<file path="src/rtl/sfa_pkg.sv">
`timescale 1ns/1ps
package sfa_pkg;
  typedef enum logic {
    SIZE_SHORT = 1'b0,
    SIZE_LONG  = 1'b1
  } pat_size_e;
endpackage

</file>
<file path="src/rtl/sfa_pattern.sv">
`timescale 1ns/1ps
// Builds the compare patterns from the programmed A1/A2 bytes.
module sfa_pattern
  import sfa_pkg::*;
#(
  parameter int                DATA_W    = 8,
  parameter logic [DATA_W-1:0] A1_BYTE   = 8'hF6,
  parameter logic [DATA_W-1:0] A2_BYTE   = 8'h28,
  parameter bit                LONG_ONLY = 1'b0
) (
  input  logic                  len_sel,
  input  logic                  pat_rev,
  output logic [2*DATA_W-1:0]   pat_short,
  output logic [4*DATA_W-1:0]   pat_long,
  output pat_size_e             size
);
  localparam int SHORT_W = 2 * DATA_W;
  localparam int LONG_W  = 4 * DATA_W;

  logic [SHORT_W-1:0] base_s;
  logic [LONG_W-1:0]  base_l;
  logic [SHORT_W-1:0] rev_s;
  logic [LONG_W-1:0]  rev_l;

  assign base_s = {A1_BYTE, A2_BYTE};
  assign base_l = {A1_BYTE, A1_BYTE, A2_BYTE, A2_BYTE};

  for (genvar i = 0; i < SHORT_W; i++) begin : g_rev_s
    assign rev_s[i] = base_s[SHORT_W-1-i];
  end
  for (genvar i = 0; i < LONG_W; i++) begin : g_rev_l
    assign rev_l[i] = base_l[LONG_W-1-i];
  end

  always_comb begin
    pat_short = pat_rev ? rev_s : base_s;
    pat_long  = pat_rev ? rev_l : base_l;
  end

  if (LONG_ONLY) begin : g_fixed_long
    logic unused_sel;
    assign unused_sel = len_sel;
    assign size = SIZE_LONG;
  end else begin : g_sel_size
    assign size = len_sel ? SIZE_LONG : SIZE_SHORT;
  end
endmodule

</file>
<file path="src/rtl/sfa_history.sv">
`timescale 1ns/1ps
// Sliding bit history of the incoming stream, earliest bit at the top.
module sfa_history #(
  parameter int DATA_W = 8,
  parameter int HIST_W = 5 * DATA_W
) (
  input  logic              clk,
  input  logic              rst_n,
  input  logic [DATA_W-1:0] din,
  input  logic              in_rev,
  output logic [HIST_W-2:0] win_src
);
  logic [DATA_W-1:0] din_rev;
  logic [DATA_W-1:0] din_f;
  logic [HIST_W-1:0] sh_q;
  logic [HIST_W-1:0] sh_d;

  for (genvar i = 0; i < DATA_W; i++) begin : g_in_rev
    assign din_rev[i] = din[DATA_W-1-i];
  end

  always_comb begin
    din_f = in_rev ? din_rev : din;
    sh_d  = {sh_q[HIST_W-DATA_W-1:0], din_f};
  end

  always_ff @(posedge clk or negedge rst_n) begin
    if (!rst_n) sh_q <= '0;
    else        sh_q <= sh_d;
  end

  // The newest bit only feeds the shift; compares start one bit higher.
  assign win_src = sh_q[HIST_W-1:1];
endmodule

</file>
<file path="src/rtl/sfa_match.sv">
`timescale 1ns/1ps
// Compares all bit offsets against the active pattern; lowest offset wins.
module sfa_match
  import sfa_pkg::*;
#(
  parameter int DATA_W = 8,
  parameter int SRC_W  = 5 * DATA_W - 1,
  parameter int OFF_W  = $clog2(DATA_W)
) (
  input  logic [SRC_W-1:0]      win_src,
  input  logic [2*DATA_W-1:0]   pat_short,
  input  logic [4*DATA_W-1:0]   pat_long,
  input  pat_size_e             size,
  output logic                  hit,
  output logic [OFF_W-1:0]      hit_off
);
  localparam int SHORT_W = 2 * DATA_W;
  localparam int LONG_W  = 4 * DATA_W;

  logic [DATA_W-1:0] hit_vec;

  for (genvar k = 0; k < DATA_W; k++) begin : g_off
    logic [LONG_W-1:0] win;
    assign win = win_src[SRC_W-1-k -: LONG_W];
    assign hit_vec[k] = (size == SIZE_LONG) ? (win == pat_long)
                                            : (win[LONG_W-1 -: SHORT_W] == pat_short);
  end

  always_comb begin
    hit_off = '0;
    for (int k = DATA_W - 1; k >= 0; k--) begin
      if (hit_vec[k]) hit_off = OFF_W'(k);
    end
    hit = |hit_vec;
  end
endmodule

</file>
<file path="src/rtl/sfa_frame_aligner.sv">
`timescale 1ns/1ps
// Top: SONET framing-pattern word aligner.
module sfa_frame_aligner
  import sfa_pkg::*;
#(
  parameter int                DATA_W    = 8,
  parameter logic [DATA_W-1:0] A1_BYTE   = 8'hF6,
  parameter logic [DATA_W-1:0] A2_BYTE   = 8'h28,
  parameter bit                LONG_ONLY = 1'b0,
  localparam int               OFF_W     = $clog2(DATA_W)
) (
  input  logic              clk,
  input  logic              rst_n,
  input  logic [DATA_W-1:0] rx_byte,
  input  logic              len_sel,
  input  logic              pat_rev,
  input  logic              in_rev,
  input  logic              out_rev,
  output logic [DATA_W-1:0] algn_byte,
  output logic              pat_det,
  output logic              in_sync,
  output logic [OFF_W-1:0]  bit_off
);
  localparam int HIST_W = 5 * DATA_W;
  localparam int SRC_W  = HIST_W - 1;

  logic [SRC_W-1:0]      win_src;
  logic [2*DATA_W-1:0]   pat_short;
  logic [4*DATA_W-1:0]   pat_long;
  pat_size_e             size;
  logic                  hit;
  logic [OFF_W-1:0]      hit_off;

  logic [OFF_W-1:0]      off_q, off_d;
  logic                  sync_q, sync_d;
  logic                  det_q, det_d;
  logic [DATA_W-1:0]     out_q, out_d;
  logic [DATA_W-1:0]     byte_sel, byte_rev;
  logic [DATA_W-1:0]     slc [DATA_W];

  sfa_pattern #(
    .DATA_W(DATA_W), .A1_BYTE(A1_BYTE), .A2_BYTE(A2_BYTE), .LONG_ONLY(LONG_ONLY)
  ) u_pattern (
    .len_sel(len_sel), .pat_rev(pat_rev),
    .pat_short(pat_short), .pat_long(pat_long), .size(size)
  );

  sfa_history #(.DATA_W(DATA_W), .HIST_W(HIST_W)) u_history (
    .clk(clk), .rst_n(rst_n), .din(rx_byte), .in_rev(in_rev), .win_src(win_src)
  );

  sfa_match #(.DATA_W(DATA_W), .SRC_W(SRC_W), .OFF_W(OFF_W)) u_match (
    .win_src(win_src), .pat_short(pat_short), .pat_long(pat_long), .size(size),
    .hit(hit), .hit_off(hit_off)
  );

  // Byte slice at each candidate offset.
  for (genvar k = 0; k < DATA_W; k++) begin : g_slice
    assign slc[k] = win_src[SRC_W-1-k -: DATA_W];
  end

  for (genvar i = 0; i < DATA_W; i++) begin : g_out_rev
    assign byte_rev[i] = byte_sel[DATA_W-1-i];
  end

  // Next-state logic.
  always_comb begin
    off_d    = hit ? hit_off : off_q;
    sync_d   = sync_q | hit;
    det_d    = hit;
    byte_sel = slc[off_d];
    out_d    = out_rev ? byte_rev : byte_sel;
  end

  // State registers.
  always_ff @(posedge clk or negedge rst_n) begin
    if (!rst_n) begin
      sync_q <= 1'b0;
      det_q  <= 1'b0;
      out_q  <= '0;
    end else begin
      sync_q <= sync_d;
      det_q  <= det_d;
      out_q  <= out_d;
    end
  end

  // Offset register, loaded only on a match.
  always_ff @(posedge clk or negedge rst_n) begin
    if (!rst_n)   off_q <= '0;
    else if (hit) off_q <= off_d;
  end

  assign algn_byte = out_q;
  assign pat_det   = det_q;
  assign in_sync   = sync_q;
  assign bit_off   = off_q;
endmodule

</file>
<file path="config.mk">
export PLATFORM = sky130hd
export DESIGN_NAME = sfa_frame_aligner
export DESIGN_NICKNAME = d
export VERILOG_FILES = /design/src/rtl/sfa_pkg.sv /design/src/rtl/sfa_pattern.sv /design/src/rtl/sfa_history.sv /design/src/rtl/sfa_match.sv /design/src/rtl/sfa_frame_aligner.sv
export SDC_FILE = /design/constraint.sdc
export NUM_CORES = 1
export LEC_CHECK = 0
export CELL_PAD_IN_SITES_DETAIL_PLACEMENT = 0
export CELL_PAD_IN_SITES_GLOBAL_PLACEMENT = 2
export CORE_MARGIN = 3
export CORE_UTILIZATION = 35
export DETAILED_ROUTE_END_ITERATION = 6
export PLACE_DENSITY_LB_ADDON = 0.1
export SETUP_SLACK_MARGIN = 0.2
export SYNTH_ARGS = -nofsm -noshare
export SYNTH_HDL_FRONTEND = slang
export SYNTH_SLANG_ARGS = --single-unit
</file>
<file path="constraint.sdc">
create_clock -name clk -period 3.4 [get_ports clk]
set_clock_uncertainty 0.1 [all_clocks]
set_input_delay 0.51 -clock clk [delete_from_list [all_inputs] [get_ports clk]]
set_output_delay 0.51 -clock clk [all_outputs]
set_load 0.05 [all_outputs]
</file>
==> flow_metrics.tcl, run 1 <==
set metrics [dict create \
    core_area_mm2 0.0110 \
    cp.arrival_ns 3.49 \
    fin_nets 526 \
    slew_headroom_pct 58.1 \
    syn_area_per_cell_um2 9.59 \
    postPlaceCellArea_mm2 0.00495 \
    sw_frac_of_total_pct 33.4 \
    die_x_um 113 \
    period_share_pct 99.0 \
    syn_inst 415 \
    worst_pin_slew_ns 0.620 \
    grt_pass1_vias 4003 \
    rows 38 \
    drive_above_1_share_pct 40.4 \
    ys_seq_area_share_pct 33.3 \
    p_sw_mw 0.590 \
    cp_max_fo 8 \
    total_power_mw 1.77 \
    drt_iter0_drc 273 \
    root_buffer "clkbuf_16" \
    place_ws_ns -0.484 \
    fin_util_pct 49.9 \
    antenna_cells 0 \
    layout-area-overhead-vs-synth_pct 37.8 \
    grt_pass1_wl_um 22400 \
    synth.top_cells.by_count "dfrtp_1 (53), nand2_1 (32), mux2_2 (21)" \
    syn_nets 429 \
    ctsHoldBuffers 0 \
    drtAntennaViolNets 0 \
    cp_cell_sequence "buf_4, or4_1, a211oi_2, nand2_1, a21o_1, nand4_1, o21ai_4, buf_12, mux2i_4, mux2_4, mux2_2, mux2i_1" \
    synth_ff_type "dfrtp_1" \
    finalCriticalPeriod_ns 3.37 \
    rsz0062_at_grt "true" \
    synth_area_leaders "dfrtp_1 (33%), mux2_2 (5.9%), mux2i_1 (4.3%)" \
    cts_buffers 5 \
    dr.pass1.iters 4 \
    power_density_mw_per_mm2 322 \
    overflow 0 \
    drc 0 \
    slew_viol_final 0 \
    combPwrFrac_pct 26.7 \
    layout.cells.non_filler 653 \
    grt_max_degree 38 \
    placed_cells 635 \
    finalWorstSetupSlack_ns 0.0328 \
    power.leakage_nw 2.11 \
    yosys_warnings 0 \
    drt-vias-per-instance 5.95 \
    vias 3885 \
    htreeDepth 2 \
    place_congestion 0.890 \
    avgRoutedWirePerCell_um 21.6 \
    syn_area_mm2 0.00398 \
    cts_sinks 53 \
    cap_viol_max_count 0 \
    clk_path_buf_depth 2 \
    hold_class "primary input to async pin" \
    antenna_found_initial 0 \
    synth_top_area_cell "dfrtp_1" \
    crit_path_max_incr_delay_ns 0.53 \
    ff2ff_setup_slack_ns 0.03 \
    totalWireLength_um 14100 \
    cp.required_ns 3.52 \
    final_cell_area_mm2 0.00548 \
    dpl.hpwl_um 10500 \
    crit_slowest_cell "or4_1" \
    yosysTopAreaCellShare_pct 33.3 \
    setup_viol 0 \
    port_buffers 26 \
    ys_ff_latch 53 \
    yosysUniqueCellTypes 75 \
    path_clk_slew_ns 0.08 \
    p_int_mw 1.18 \
    die_height_um 113 \
    startpoint_type "flip-flop" \
    async_flop_share_pct 100 \
    hold_viol_final 0 \
    clock.fmax_mhz 297 \
    ir_drop_mv 0.200 \
    die_area_mm2 0.0127 \
    crit_type "flip-flop to flip-flop" \
    worst_hold_slack_ns 0.0536 \
    initial_utilization_pct 36.2 \
    tritoncts "built" \
    status "complete, no violations" \
    cp-end-kind "flip-flop" \
    grtUsageTotal_pct 22.8 \
    power_frac_seq_pct 42.3 \
    clockPowerShare_pct 31.1 \
    synth.most_common_cell "dfrtp_1" \
    setup_tns_ns 0 \
    ios 27 \
    synth_edf_count 0 \
    clock_latency_ns 0.31 \
]
[flip-flops by register name (all words and copies together) (netlist names)]
| register | flops |
|---|---|
| pat_det | 1 |
| u_history.sh_q | 40 |
| in_sync | 1 |
| algn_byte | 8 |
| bit_off | 3 |
[path summary, 6_finish.rpt]
| check | to | cells past startpoint | from |
|---|---|---|---|
| worst max register to register | algn_byte[0] | 12 | u_history.sh_q[23] |
| worst min-delay path | algn_byte[1] | 1 | rst_n |
| min in group clk | u_history.sh_q[8] | 0 | u_history.sh_q[0] |
| worst max-delay path | algn_byte[0] | 12 | u_history.sh_q[23] |
| max in group asynchronous | u_history.sh_q[11] | 2 | rst_n |
| worst min register to register | u_history.sh_q[8] | 0 | u_history.sh_q[0] |
[logic make-up after synthesis]
family,share of synthesized area (%)
AOI/OAI and AO/OA,15.8
xor gates and xnor gates,0.660
buffers and inverters,5.97
DFF,33.3
muxes,11.0
and+or+nand+nor,33.3
[layout make-up]
class	count	area, µm²
fillers	1028	5500
multi-input cells	318	2680
flip-flops and latches	53	1340
repair buffers	129	1120
well taps	140	175
clock buffers	5	125
clock inverters	3	28.8
inverters	5	18.8
[layout by cell type, fill, tap and decap left out, types with 7 or more instances in the layout]
master / synthesis / routed
buf_4: 3 / 92
clkdlybuf4s50_1: 0 / 23
dfrtp_1: 53 / 42
dfrtp_2: 0 / 11
mux2_2: 21 / 19
mux2i_1: 17 / 14
nand2_1: 32 / 31
nand2b_1: 8 / 7
nand3_1: 18 / 18
nand4_1: 14 / 14
nand4b_1: 12 / 12
nor2_1: 10 / 10
nor2b_1: 9 / 9
nor3_1: 13 / 12
o22ai_1: 10 / 7
or3_1: 11 / 11
[repair_timing]
item | 4_1_cts | 5_1_grt
pin swaps | 16 | 12
setup buffers | 8 | 0
gates cloned | 2 | 0
setup endpoints to repair | 8 | 8
resized for setup | 49 | 19
[routing by layer]
metal / track usage [%] / vias up / part of all wire (%)
met2: 37.7 / 100 / 48
met3: 3.56 / 37 / 4.5
li1: - / 1821 / -
met1: 29.7 / 1927 / 44
met4: 9.38 / 0 / 3.5
met5: 0 / - / 0
[power groups by stage]
stage | sequential [mW] | clock, mW | combinational [mW]
after floorplan | 0.762 | 0 | 0.210
after global placement | 0.756 | 0 | 0.431
after detailed placement | 0.757 | 0 | 0.436
after CTS | 0.745 | 0.565 | 0.461
after global routing | 0.754 | 0.594 | 0.507
final | 0.748 | 0.549 | 0.471
[critical path: cells and delay by family, from the launching register on]
| kind | cells | cell delay, ns |
|---|---|---|
| buffers and inverters | 2 | 0.33 |
| flip-flops | 1 | 0.51 |
| multiplexers | 4 | 0.88 |
| AND/OR/NAND/NOR | 3 | 0.84 |
| AO/OA/AOI/OAI | 3 | 0.62 |
Power figures use the tool's default switching activity.
==> run 2, diff against run 1 <==
Settings changed: CORE_ASPECT_RATIO set to 0.75, SKIP_LAST_GASP set to 1.
==> flow_metrics.tcl, run 2 (same netlist as run 1, synthesis figures left out) <==
set metrics [dict create \
    status "complete, but fails checks" \
    failed_checks "negative setup slack" \
    final_cell_mix "buf_4 (121), dfrtp_1 (47), nand2_1 (32)" \
    seqCellArea_mm2 0.00133 \
    rsz0062_at_grt "true" \
    clockPowerShare_pct 28.1 \
    root_buffer "clkbuf_16" \
    cp-end-kind "flip-flop" \
    drtAntennaViolNets 0 \
    grt_max_degree 24 \
    grt_pass1_wl_um 23900 \
    path_clk_slew_ns 0.07 \
    fill_cells 964 \
    power_density_mw_per_mm2 309 \
    drt-vias-per-instance 6.03 \
    hold_class "primary input to async pin" \
    r2r_start "u_history.sh_q[20]" \
    totalWireLength_um 15300 \
    cp_cell_sequence "buf_12, buf_8, and4_1, a22oi_2, or4_4, a211oi_2, buf_4, buf_4, or4_4, o21ai_4, buf_6, buf_6, nor2b_4, a32o_2, a211oi_4, mux2_4" \
    drc 0 \
    grtUsageTotal_pct 24.4 \
    rows 33 \
    multi_input_area_mm2 0.00271 \
    tritoncts "built" \
    hold_viol_final 0 \
    largest_reg_flops 40 \
    cts_sinks 53 \
    ios 27 \
    p_int_mw 1.21 \
    avgRoutedWirePerCell_um 22.3 \
    cp_top_family "compound AO/OA/AOI/OAI gates" \
    slew_viol_final 0 \
    crit_slowest_cell "or4_4" \
    ff2ff_setup_slack_ns -0.02 \
    overflow 0 \
    cap_viol_max_count 0 \
    dpl.hpwl_um 11000 \
    place_ws_ns -0.594 \
    ir_drop_mv 0.268 \
    htreeDepth 2 \
    p_sw_mw 0.588 \
    slew_headroom_pct 64.4 \
    crit_path_max_incr_delay_ns 0.48 \
    period_share_pct 101 \
    cp_max_fo 6 \
    fin_nets 561 \
    layout-area-overhead-vs-synth_pct 46.2 \
    worst_pin_slew_ns 0.530 \
    crit_type "flip-flop to flip-flop" \
    fin_util_pct 52.8 \
    rr_endpoint "algn_byte[5]" \
    power.leakage_nw 2.35 \
    top_register "u_history.sh_q" \
    die_area_mm2 0.0127 \
    finalCriticalPeriod_ns 3.42 \
    cp.required_ns 3.54 \
    setup_viol 4 \
    sw_frac_of_total_pct 32.7 \
    layout.cells.non_filler 687 \
    finalWorstSetupSlack_ns -0.0204 \
    vias 4143 \
    die_height_um 98.4 \
    critPathBufInv 6 \
    core_area_mm2 0.0110 \
    cts_buffers 5 \
    antenna_cells 0 \
    place_congestion 0.926 \
    combPwrFrac_pct 30.7 \
    cp.arrival_ns 3.56 \
    power_frac_seq_pct 41.2 \
    clk_path_buf_depth 2 \
    drive_above_1_share_pct 43.5 \
    die_x_um 129 \
    reg2reg_depth 16 \
    clock.fmax_mhz 292 \
    grt_pass1_vias 4083 \
    setup_tns_ns -0.0717 \
    initial_utilization_pct 36.1 \
    port_buffers 26 \
    final_common_cell "buf_4" \
    antenna_found_initial 0 \
    placed_cells 646 \
    drt_iter0_drc 397 \
    dr.pass1.iters 5 \
    startpoint_type "flip-flop" \
    clock_latency_ns 0.30 \
]
-- run 2: cell count changes in the layout (fill, tap and decap cells not counted), moves of 2 or more --
cell / before / now
mux2_4: 4 / 10
nor4_2: 2 / 0
a2111oi_0: 0 / 2
buf_8: 0 / 4
dfrtp_2: 11 / 6
buf_4: 92 / 121
mux2_2: 19 / 13
dfrtp_1: 42 / 47
buf_6: 5 / 9
a2111oi_2: 3 / 1
-- run 2: stage by stage --
| step | hold slack, ns | total power, mW | cell area [µm²] |
|---|---|---|---|
| 2_1_floorplan | 0.114 | 0.972 | 3980 |
| 3_5_place_dp | 0.247 | 1.21 | 5020 |
| 5_1_grt | 0.0759 | 1.88 | 5820 |
| 4_1_cts | 0.0491 | 1.77 | 5570 |
| 3_3_place_gp | 0.242 | 1.21 | 5020 |
| 6_report | 0.0375 | 1.80 | 5820 |
-- run 2: layer usage --
layer	GRT usage, %	vias up	share of wire (%)
li1	-	1886	-
met1	39.7	2080	49
met2	34.0	168	42
met3	4.48	9	8.3
met4	3.47	0	0.54
met5	0	-	0
-- run 2: cell type report --
class / count / area share [%]
Inverter: 5 / 0.409
Clock inverter: 2 / 0.237
Timing Repair Buffer: 165 / 24.7
Tap cell: 140 / 3.01
Multi-Input combinational cell: 317 / 46.5
Clock buffer: 5 / 2.15
Sequential cell: 53 / 22.9
-- run 2: power groups by stage --
stage	Sequential, mW	Combinational (mW)	Clock [mW]
finish	0.741	0.553	0.507
floorplan	0.762	0.210	0
global route	0.746	0.585	0.550
global placement	0.750	0.461	0
CTS	0.737	0.511	0.519
detailed placement	0.749	0.463	0
-- run 2: repair_timing --
action	in CTS	in global routing
hold buffers	0	0
hold endpoints to repair	0	0
setup endpoints to repair	8	8
pin swaps	10	14
cloned	1	0
setup buffers	23	10
gates resized for setup	54	37
-- run 2: worst max-delay path by stage --
stage	from	end	slack [ns]	cells after the start
6_report	u_history.sh_q[20]	algn_byte[5]	-0.02	16
5_1_grt	u_history.sh_q[9]	algn_byte[4]	-0.13	14
4_1_cts	u_history.sh_q[20]	algn_byte[5]	-0.03	15
3_5_place_dp	len_sel	algn_byte[5]	-0.59	13
3_3_place_gp	len_sel	algn_byte[2]	-0.68	14
2_1_floorplan	pat_rev	algn_byte[7]	0.20	10
